### src/rtl/rsenc_pkg.sv
package rsenc_pkg;
  localparam int SYM_W = 8;
  localparam logic [SYM_W:0] FIELD_POLY = 9'h11D;
  typedef logic [SYM_W-1:0] sym_t;

  function automatic sym_t gf_mul(sym_t a, sym_t b);
    sym_t acc;
    sym_t sh;
    acc = '0;
    sh  = a;
    for (int i = 0; i < SYM_W; i++) begin
      if (b[i]) acc = acc ^ sh;
      if (sh[SYM_W-1]) sh = (sh << 1) ^ FIELD_POLY[SYM_W-1:0];
      else             sh = sh << 1;
    end
    return acc;
  endfunction
endpackage

### src/rtl/rsenc_genpoly.sv
module rsenc_genpoly
  import rsenc_pkg::*;
#(
  parameter int T_MAX = 10,
  localparam int NR = 2 * T_MAX,
  localparam int CW = $clog2(NR + 1)
) (
  input  logic              clk,
  input  logic              rst,
  input  logic              load,
  input  logic [CW-1:0]     nroots_in,
  output logic              busy,
  output sym_t [NR:0]       coef
);
  sym_t          root;
  logic [CW-1:0] step;
  logic [CW-1:0] goal;
  sym_t [NR:0]   coef_nx;

  // multiply current polynomial by (x + root)
  always_comb begin
    for (int j = 0; j <= NR; j++) begin
      coef_nx[j] = gf_mul(coef[j], root);
      if (j > 0) coef_nx[j] = coef_nx[j] ^ coef[j-1];
    end
  end

  always_ff @(posedge clk) begin
    if (rst) begin
      coef    <= '0;
      coef[0] <= 8'h01;
      root    <= 8'h01;
      step    <= '0;
      goal    <= '0;
      busy    <= 1'b0;
    end else if (load) begin
      coef    <= '0;
      coef[0] <= 8'h01;
      root    <= 8'h01;
      step    <= '0;
      goal    <= nroots_in;
      busy    <= (nroots_in != '0);
    end else if (busy) begin
      coef <= coef_nx;
      root <= gf_mul(root, 8'h02);
      step <= step + 1'b1;
      if (step == goal - 1'b1) busy <= 1'b0;
    end
  end

  a_r2_monic_after_build: assert property (@(posedge clk) disable iff (rst)
    $fell(busy) |-> (coef[goal] == 8'h01));
  a_r2_build_starts: assert property (@(posedge clk) disable iff (rst)
    (load && nroots_in != '0) |=> busy);
endmodule

### src/rtl/rsenc_parity.sv
module rsenc_parity
  import rsenc_pkg::*;
#(
  parameter int T_MAX = 10,
  localparam int NR = 2 * T_MAX,
  localparam int CW = $clog2(NR + 1)
) (
  input  logic          clk,
  input  logic          rst,
  input  logic          upd,
  input  logic          clr,
  input  logic          shift,
  input  sym_t          din,
  input  logic [CW-1:0] nroots,
  input  sym_t [NR:0]   coef,
  output sym_t          top_sym
);
  sym_t [NR-1:0] rem;
  sym_t [NR-1:0] base;
  sym_t [NR-1:0] rem_nx;
  logic [CW-1:0] top_idx;
  sym_t          fb;

  always_comb begin
    top_idx = (nroots == '0) ? '0 : nroots - 1'b1;
    base    = clr ? '0 : rem;
    fb      = din ^ base[top_idx];
    for (int j = 0; j < NR; j++) begin
      rem_nx[j] = gf_mul(fb, coef[j]);
      if (j > 0) rem_nx[j] = rem_nx[j] ^ base[j-1];
    end
  end

  always_ff @(posedge clk) begin
    if (rst)        rem <= '0;
    else if (upd)   rem <= rem_nx;
    else if (shift) rem <= {rem[NR-2:0], sym_t'(0)};
  end

  assign top_sym = rem[top_idx];

  a_r9_sob_clears: assert property (@(posedge clk) disable iff (rst)
    (upd && clr && din == 8'h00) |=> (rem == '0));
endmodule

### src/rtl/rsenc_ctrl.sv
module rsenc_ctrl #(
  parameter int T_MAX = 10,
  localparam int NR = 2 * T_MAX,
  localparam int CW = $clog2(NR + 1)
) (
  input  logic          clk,
  input  logic          rst,
  input  logic          in_valid,
  input  logic          in_sob,
  input  logic          busy,
  input  logic          bypass,
  input  logic [7:0]    k_len,
  input  logic [CW-1:0] nroots,
  output logic          in_ready,
  output logic          accept,
  output logic          upd,
  output logic          par
);
  logic [7:0]    cnt;
  logic [7:0]    cnt_nx;
  logic [CW-1:0] pcnt;

  assign in_ready = !busy && !par;
  assign accept   = in_valid && in_ready;
  assign upd      = accept && !bypass;
  assign cnt_nx   = in_sob ? 8'd1 : cnt + 8'd1;

  always_ff @(posedge clk) begin
    if (rst) begin
      par  <= 1'b0;
      cnt  <= '0;
      pcnt <= '0;
    end else begin
      if (upd) begin
        if (cnt_nx == k_len) begin
          cnt  <= '0;
          par  <= 1'b1;
          pcnt <= '0;
        end else begin
          cnt <= cnt_nx;
        end
      end
      if (par) begin
        pcnt <= pcnt + 1'b1;
        if (pcnt == nroots - 1'b1) par <= 1'b0;
      end
    end
  end

  a_r7_parity_run_bounded: assert property (@(posedge clk) disable iff (rst)
    par |-> (pcnt < nroots));
endmodule

### src/rtl/rsenc_top.sv
module rsenc_top
  import rsenc_pkg::*;
#(
  parameter int T_MAX = 10,
  localparam int NR = 2 * T_MAX,
  localparam int CW = $clog2(NR + 1),
  localparam int TW = $clog2(T_MAX + 1)
) (
  input  logic          clk,
  input  logic          rst,
  input  logic          cfg_load,
  input  logic [TW-1:0] cfg_t,
  input  logic [7:0]    cfg_k,
  input  logic          cfg_en,
  input  logic          in_valid,
  input  logic          in_sob,
  input  logic [7:0]    in_data,
  output logic          in_ready,
  output logic          out_valid,
  output logic          out_sob,
  output logic          out_parity,
  output logic [7:0]    out_data
);
  logic [TW-1:0] t_clamp;
  logic [CW-1:0] nr_in;
  logic [CW-1:0] nroots_q;
  logic [7:0]    k_q;
  logic          en_q;
  logic          bypass;
  logic          busy;
  logic          accept;
  logic          upd;
  logic          par;
  sym_t [NR:0]   coef;
  sym_t          top_sym;

  always_comb begin
    t_clamp = (cfg_t > TW'(T_MAX)) ? TW'(T_MAX) : cfg_t;
    nr_in   = CW'(t_clamp);
    nr_in   = nr_in << 1;
  end

  always_ff @(posedge clk) begin
    if (rst) begin
      nroots_q <= '0;
      k_q      <= '0;
      en_q     <= 1'b0;
    end else if (cfg_load) begin
      nroots_q <= nr_in;
      k_q      <= cfg_k;
      en_q     <= cfg_en;
    end
  end

  assign bypass = !en_q || (nroots_q == '0);

  rsenc_genpoly #(.T_MAX(T_MAX)) u_gen (
    .clk(clk), .rst(rst), .load(cfg_load), .nroots_in(nr_in),
    .busy(busy), .coef(coef)
  );

  rsenc_ctrl #(.T_MAX(T_MAX)) u_ctrl (
    .clk(clk), .rst(rst), .in_valid(in_valid), .in_sob(in_sob),
    .busy(busy), .bypass(bypass), .k_len(k_q), .nroots(nroots_q),
    .in_ready(in_ready), .accept(accept), .upd(upd), .par(par)
  );

  rsenc_parity #(.T_MAX(T_MAX)) u_par (
    .clk(clk), .rst(rst), .upd(upd), .clr(in_sob), .shift(par),
    .din(in_data), .nroots(nroots_q), .coef(coef), .top_sym(top_sym)
  );

  always_ff @(posedge clk) begin
    if (rst) begin
      out_valid  <= 1'b0;
      out_sob    <= 1'b0;
      out_parity <= 1'b0;
      out_data   <= '0;
    end else begin
      out_valid  <= accept || par;
      out_sob    <= accept && in_sob;
      out_parity <= par;
      out_data   <= accept ? in_data : top_sym;
    end
  end

  a_r8_msg_unchanged: assert property (@(posedge clk) disable iff (rst)
    accept |=> (out_valid && out_data == $past(in_data) && !out_parity));
  a_r6_bypass_no_parity: assert property (@(posedge clk) disable iff (rst)
    (accept && bypass) |=> !par);
  a_r7_parity_holds_input: assert property (@(posedge clk) disable iff (rst)
    out_parity |-> !$past(in_ready));
  a_r10_sob_forward: assert property (@(posedge clk) disable iff (rst)
    (accept && in_sob) |=> out_sob);
endmodule

### config.mk
export PLATFORM = sky130hd
export DESIGN_NAME = rsenc_top
export DESIGN_NICKNAME = d
export VERILOG_FILES = /design/src/rtl/rsenc_pkg.sv /design/src/rtl/rsenc_genpoly.sv /design/src/rtl/rsenc_parity.sv /design/src/rtl/rsenc_ctrl.sv /design/src/rtl/rsenc_top.sv
export SDC_FILE = /design/constraint.sdc
export NUM_CORES = 2
export LEC_CHECK = 0
export BUFFER_PORTS_ARGS = -buffer_cell sky130_fd_sc_hd__buf_2
export CAP_MARGIN = 20
export CORE_ASPECT_RATIO = 0.9
export CORE_MARGIN = 1
export CORE_UTILIZATION = 60
export DETAILED_ROUTE_END_ITERATION = 10
export PLACE_DENSITY = 0.76
export SLEW_MARGIN = 5
export SYNTH_ARGS = -nofsm -noshare
export SYNTH_HDL_FRONTEND = slang
export SYNTH_HIERARCHICAL = 1
export SYNTH_SLANG_ARGS = --single-unit
### constraint.sdc
create_clock -name clk -period 12.4 [get_ports clk]
set_clock_uncertainty 0.2 [all_clocks]
set_input_delay 0.62 -clock clk [delete_from_list [all_inputs] [get_ports clk]]
set_output_delay 0.62 -clock clk [all_outputs]
set_load 0.02 [all_outputs]
## Word level (Yosys, flattened, before mapping)

Cells that the tools add are included.

| cells by class | value |
|---|---|
| muxes and demuxes | 490 |
| equality and inequality tests | 3 |
| order comparisons | 2 |
| div/mod/pow operators | 0 |
| multiply operators | 0 |
| reduce and logical (&&, ||, !) cells | 16 |
| shifts and indexed selects | 0 |
| bitwise logic cells | 467 |
| $add $sub $neg | 4 |

Operators by type and width:

| operator | number |
|---|---|
| 8-bit two-way mux | 325 |
| 8-bit XOR | 319 |
| 5-bit two-way mux | 152 |
| 4-bit NOT | 148 |
| 160-bit two-way mux | 3 |
| 8-bit binary-select mux with 5-bit select | 2 |
| 5-bit by 1-bit adder with 5-bit output (second input constant) | 2 |
| 5-bit equality test | 2 |
| 8-bit by 1-bit adder with 8-bit output (second input constant) | 1 |
| 8-bit equality test | 1 |
| 1-bit two-way mux | 7 |
| 5-bit by 6-bit < comparator with 1-bit output (second input constant) | 1 |
| 5-bit logical NOT | 1 |
| 5-bit nonzero test | 1 |
| 5-bit by 1-bit subtractor with 5-bit output (second input constant) | 1 |
| 4-bit greater-than comparator (second input constant) | 1 |
| 1-bit logical AND | 4 |
| 1-bit logical NOT | 4 |
| 4-bit two-way mux | 1 |
| 2-bit nonzero test | 2 |
| 1-bit logical OR | 2 |
| 2-bit AND reduction | 1 |
| 2-bit OR reduction | 1 |

| storage, ports and cells | value |
|---|---|
| latch bits | 0 |
| output and inout bits | 12 |
| memory bits (writable) | 0 |
| ROM bits | 0 |
| memories kept | 0 |
| bits of input ports | 26 |
| logic and storage cells | 1035 |
| register bits after elaboration | 372 |

## Longest topological paths before layout

| depth | value |
|---|---|
| depth after elaboration | 23 |
| depth in mapped cells | 26 |
| gate-level depth less buffers | 16 |

## Modules after synthesis

The synthesis kept the hierarchy.

Modules (own cells, without submodules):

| module | area each (µm²) | sequential area each (µm²) | times used | cells each |
|---|---|---|---|---|
| rsenc_genpoly | 32985.4 | 3743.6 | 1 | 4253 |
| rsenc_parity | 31844.3 | 3203.1 | 1 | 4311 |
| rsenc_ctrl | 1166.1 | 280.3 | 1 | 148 |
| rsenc_top | 902.1 | 480.5 | 1 | 85 |

## Worst setup path after synthesis

No wires, ideal clock.

| timing path | value |
|---|---|
| path type | reg-to-reg |
| from | register nroots_q[1] |
| to | register u_par/rem[3] (netlist bit) |
| clock period less this slack | 4.862 ns |
| arrival time | 4.599 ns |
| required time | 12.137 ns |
| stages on the path, launching flop included | 18 |
| path buffers | 3 |
| setup time | 0.063 ns |
| slack | 7.538 ns |
| cell sequence | dfxtp_1 > inv_1 > ha_1 > clkbuf_1 > buf_2 > mux2_2 > o221a_2 > a22oi_1 > a21oi_2 > or4_1 > a211oi_2 > buf_2 > o211ai_1 > a41oi_1 > xor3_1 > or4_1 > a2111oi_0 > nand3b_1 |

| on the way | value |
|---|---|
| cells in the longest elaborated chain, start to end | 22 |
| elaborated cells on any way between the ends | 40 |
| those cells by class | 1 x add/sub; 19 x mux; 15 x bitwise; 5 x reduce/logical |

RTL lines:

| what | RTL line | source |
|---|---|---|
| from (decl) | rsenc_top.sv:26 | `logic [CW-1:0] nroots_q;` |
| from (signal assigned) | rsenc_top.sv:49 | `nroots_q <= nr_in;` |
| 5-bit by 1-bit subtractor with 5-bit output or 5-bit logical NOT (tied branches) | rsenc_parity.sv:25, rsenc_top.sv:55 |  |
| 5-bit two-way mux | rsenc_parity.sv:25 | `top_idx = (nroots == '0) ? '0 : nroots - 1'b1;` |
| 8-bit binary-select mux with 5-bit select | rsenc_parity.sv:27 | `fb = din ^ base[top_idx];` |
| 8-bit two-way mux (implied by the code) | rsenc_parity.sv:27 |  |
| 8-bit XOR | rsenc_parity.sv:27 |  |
| 4-bit NOT (no source line) | -- |  |
| 5-bit two-way mux | rsenc_pkg.sv:13 | `if (sh[SYM_W-1]) sh = (sh << 1) ^ FIELD_POLY[SYM_W-1:0];` |
| 8-bit XOR or 4-bit NOT (tied branches) | -- |  |
| [6 not listed] | -- |  |
| 8-bit two-way mux | rsenc_pkg.sv:12 | `if (b[i]) acc = acc ^ sh;` |
| 8-bit XOR | rsenc_pkg.sv:12 |  |
| 8-bit two-way mux | rsenc_pkg.sv:12 |  |
| 8-bit XOR | rsenc_pkg.sv:12 |  |
| 8-bit two-way mux | rsenc_pkg.sv:12 |  |
| 8-bit XOR | rsenc_pkg.sv:12 |  |
| 8-bit two-way mux | rsenc_pkg.sv:12 |  |
| 160-bit two-way mux | rsenc_parity.sv:36 | `else if (upd) rem <= rem_nx;` |
| to (signal assigned) | rsenc_parity.sv:36 |  |
| to (signal assigned) | rsenc_parity.sv:37 | `else if (shift) rem <= {rem[NR-2:0], sym_t'(0)};` |
| to (decl) | rsenc_parity.sv:18 | `sym_t [NR-1:0] rem;` |

Several ways; a longest one is shown, not always the timed one. The select of a mux whose other input is x is not followed.
A chain may end at the register's enable or synchronous reset.

## Worst setup path in the final report

| timing path | value |
|---|---|
| from | register nroots_q[1] |
| to | register u_par/rem[35] (netlist bit) |

| on the way | value |
|---|---|
| cells in the longest elaborated chain, start to end | 23 |
| elaborated cells on any way between the ends | 41 |
| those cells by class | 1 x add/sub; 19 x mux; 16 x bitwise; 5 x reduce/logical |

RTL lines:

| what | RTL line | source |
|---|---|---|
| 5-bit by 1-bit subtractor with 5-bit output or 5-bit logical NOT (tied branches) | rsenc_parity.sv:25, rsenc_top.sv:55 |  |
| 5-bit two-way mux | rsenc_parity.sv:25 |  |
| 8-bit binary-select mux with 5-bit select | rsenc_parity.sv:27 |  |
| 8-bit two-way mux (implied by the code) | rsenc_parity.sv:27 |  |
| 8-bit XOR | rsenc_parity.sv:27 |  |
| 4-bit NOT (no source line) | -- |  |
| 5-bit two-way mux | rsenc_pkg.sv:13 |  |
| 8-bit XOR or 4-bit NOT (tied branches) | -- |  |
| [7 not listed] | -- |  |
| 8-bit XOR | rsenc_pkg.sv:12 |  |
| 8-bit two-way mux | rsenc_pkg.sv:12 |  |
| 8-bit XOR | rsenc_pkg.sv:12 |  |
| 8-bit two-way mux | rsenc_pkg.sv:12 |  |
| 8-bit XOR | rsenc_pkg.sv:12 |  |
| 8-bit two-way mux | rsenc_pkg.sv:12 |  |
| 8-bit XOR | rsenc_parity.sv:30 | `if (j > 0) rem_nx[j] = rem_nx[j] ^ base[j-1];` |
| 160-bit two-way mux | rsenc_parity.sv:36 |  |

Several ways; a longest one is shown, not always the timed one. The select of a mux whose other input is x is not followed.

==> flow_metrics.tcl <==
set metrics [dict create \
    status "finished, violations left" \
    violations "max-slew violations" \
    ir_drop_v 0.000112 \
    ios 38 \
    p_switching_mw 2.48 \
    dieArea_sq_mm 0.110 \
    clkPwrFrac_pct 32.6 \
    hold_slack_ns 0.0220 \
    hpwl_um 175000 \
    p_sw_share_pct 47.4 \
    grt_max_degree 119 \
    pwr-share-comb_pct 42.4 \
    reg2reg_setup_slack_ns 4.90 \
    maxUsedRoutingLayer "met5" \
    cp-end-kind "flip-flop" \
    clk_pin_slew_ns 0.06 \
    cts_max_path_buffers 3 \
    io_buffers 37 \
    ant_nets 0 \
    finalHoldViolCount 0 \
    cts_made_buffers 55 \
    gp_congestion 1.10 \
    layout-area-overhead-vs-synth_pct 3.97 \
    final_layout_size_suffix_gt1_share_pct 7.25 \
    power_mw 5.23 \
    drv_slew 7 \
    setup_tns_ns 0 \
    fin_nets 8144 \
    grt_pass1_vias 60700 \
    drt-total-wl_um 278000 \
    avgSynthCellArea_sq_um 7.61 \
    wire_per_inst_um 28.9 \
    crit_chain "inv_1 -> ha_1 -> inv_1 -> nand2_1 -> buf_4 -> nor4_1 -> o21a_1 -> o31ai_4 -> buf_4 -> nand3_2 -> buf_4 -> nand2_4 -> xnor3_2 -> nand2_1 -> xnor3_1 -> xnor3_1 -> a211oi_1" \
    stdcell_count 9632 \
    max_freq_mhz 133 \
    crit_path_top_delay_cell "o31ai_4" \
    setup_viol 0 \
    finalCriticalPeriod_ns 7.50 \
    rows 114 \
    hold_path_class "primary input to flip-flop" \
    critPathMaxFanout 38 \
    overflow 0 \
    max_slew.worst_pin.slew_ns 1.63 \
    first_iter_violations 10900 \
    r2r_start "nroots_q[1]" \
    maxCapViolations 0 \
    drt-met1-wl_um 99500 \
    wl_met2_um 109000 \
    drc 0 \
    post-route-util_pct 63.2 \
    tritoncts "yes" \
    crit_required_ns 12.80 \
    p_seq_share_pct 25.0 \
    crit_path_frequent_cell "buf_4" \
    ctsResizeCount 0 \
    dr.pass1.iters 11 \
    antenna_found_initial 24 \
    min_period_over_period_pct 60.5 \
    path_buf_inv 5 \
    cp-start-kind "flip-flop" \
    grt_pass1_wl_um 400000 \
    synth_cells 8603 \
    max_slew_margin_pct -8.46 \
    start_util_pct 60.8 \
    cp_top_family "buffers and inverters" \
    grt_setup_unrepaired "no" \
    gr-usage-all-layers_pct 48.4 \
    p_per_area_mw_per_mm2 76.9 \
    via_per_inst 6.87 \
    dp.cells 9491 \
    p_leak_nw 24.7 \
    cpPeakStageDelay_ns 0.92 \
    via_count 66200 \
    crit_start "nroots_q[1]" \
    ys_warn_count 6 \
    cts.htree.levels 2 \
    die_h_um 315 \
    crit_arrival_ns 7.90 \
    p_int_mw 2.75 \
    worst_r2r_path_depth 17 \
    crit_type "flip-flop to flip-flop" \
    reg2reg_to "u_par/rem[35]" \
    core_sq_mm 0.108 \
    cp.depth 17 \
    clockRootBuffer "clkbuf_16" \
    die_w_um 350 \
    netlist_area_sq_mm 0.0654 \
    worstSkewPairLatency_ns 0.71 \
    clock_sinks 377 \
    wl_met3_um 47600 \
    endpoint "u_par/rem[35]" \
]
==> layout make-up <==
type	count	area, sq um
Tap cell	1450	1810
Antenna cell	27	67.6
Multi-Input combinational cell	7264	53900
Sequential cell	377	7580
Timing Repair Buffer	322	2450
Clock inverter	10	104
Fill cell	9357	39700
Inverter	92	353
Clock buffer	90	1720
==> how the worst min path moves through the flow <==
stage | cells past startpoint | end | start | slack (ns)
after detailed placement | 2 | u_ctrl/cnt[7] | u_ctrl/cnt[7] | 0.27
final | 3 | k_q[6] | cfg_k[6] | 0.02
after CTS | 2 | nroots_q[1] | cfg_t[0] | 0.008
after global routing | 3 | k_q[6] | cfg_k[6] | 0.04
after global placement | 2 | u_ctrl/cnt[1] | u_ctrl/cnt[1] | 0.26
after floorplan | 2 | u_ctrl/cnt[1] | u_ctrl/cnt[1] | 0.25
==> power groups by stage <==
stage / Combinational [mW] / Clock [mW] / Sequential [mW]
2_1_floorplan: 1.20 / 0 / 1.29
3_3_place_gp: 1.95 / 0 / 1.32
3_5_place_dp: 1.98 / 0 / 1.32
4_1_cts: 1.99 / 1.70 / 1.30
5_1_grt: 2.14 / 1.74 / 1.30
6_report: 2.22 / 1.71 / 1.31
==> cells in the final DEF (no fill, tap or decap), types with 188 or more instances in the layout <==
| master | instances |
|---|---|
| mux2i_1 | 247 |
| xor2_1 | 481 |
| a211oi_1 | 281 |
| nor2_1 | 368 |
| xnor3_1 | 361 |
| xnor2_1 | 1549 |
| dfxtp_1 | 367 |
| nor2b_1 | 188 |
| nand2_1 | 1907 |
| buf_4 | 269 |
| o21ai_0 | 446 |
==> sequential cells by signal, summed over array words and instances (netlist names), 4 cells and up <==
register and count:
u_gen/coef 160, u_par/rem 160, k_q 8, out_data 8
u_ctrl/cnt 8, u_gen/root 8, u_ctrl/pcnt 5, u_gen/goal 5
u_gen/step 5, nroots_q 4
==> tightest hold or removal path, cell delays in order <==
cell and delay [ns]:
buf_2 0.08, mux2i_1 0.07, nor2_1 0.09
==> metal layers <==
metal / vias to the layer above / track usage (%)
met3: 1455 / 21.4
met1: 31200 / 60.2
met5: - / 0.608
met4: 22 / 31.0
li1: 27800 / -
met2: 5770 / 67.3
==> timing repair <==
| item | 4_1_cts | 5_1_grt |
|---|---|---|
| hold endpoints to repair | 9 | 0 |
| setup buffers | 0 | 0 |
| hold buffers | 9 | 0 |
| setup endpoints to repair | 0 | 0 |
==> through the flow <==
step,worst slack (ns),area [sq um]
after floorplan,7.54,65500
after global placement,5.42,65900
after detailed placement,5.36,66000
after CTS,5.35,67900
after global routing,4.99,68000
final,4.90,68000
Power figures use the tool's default switching activity.
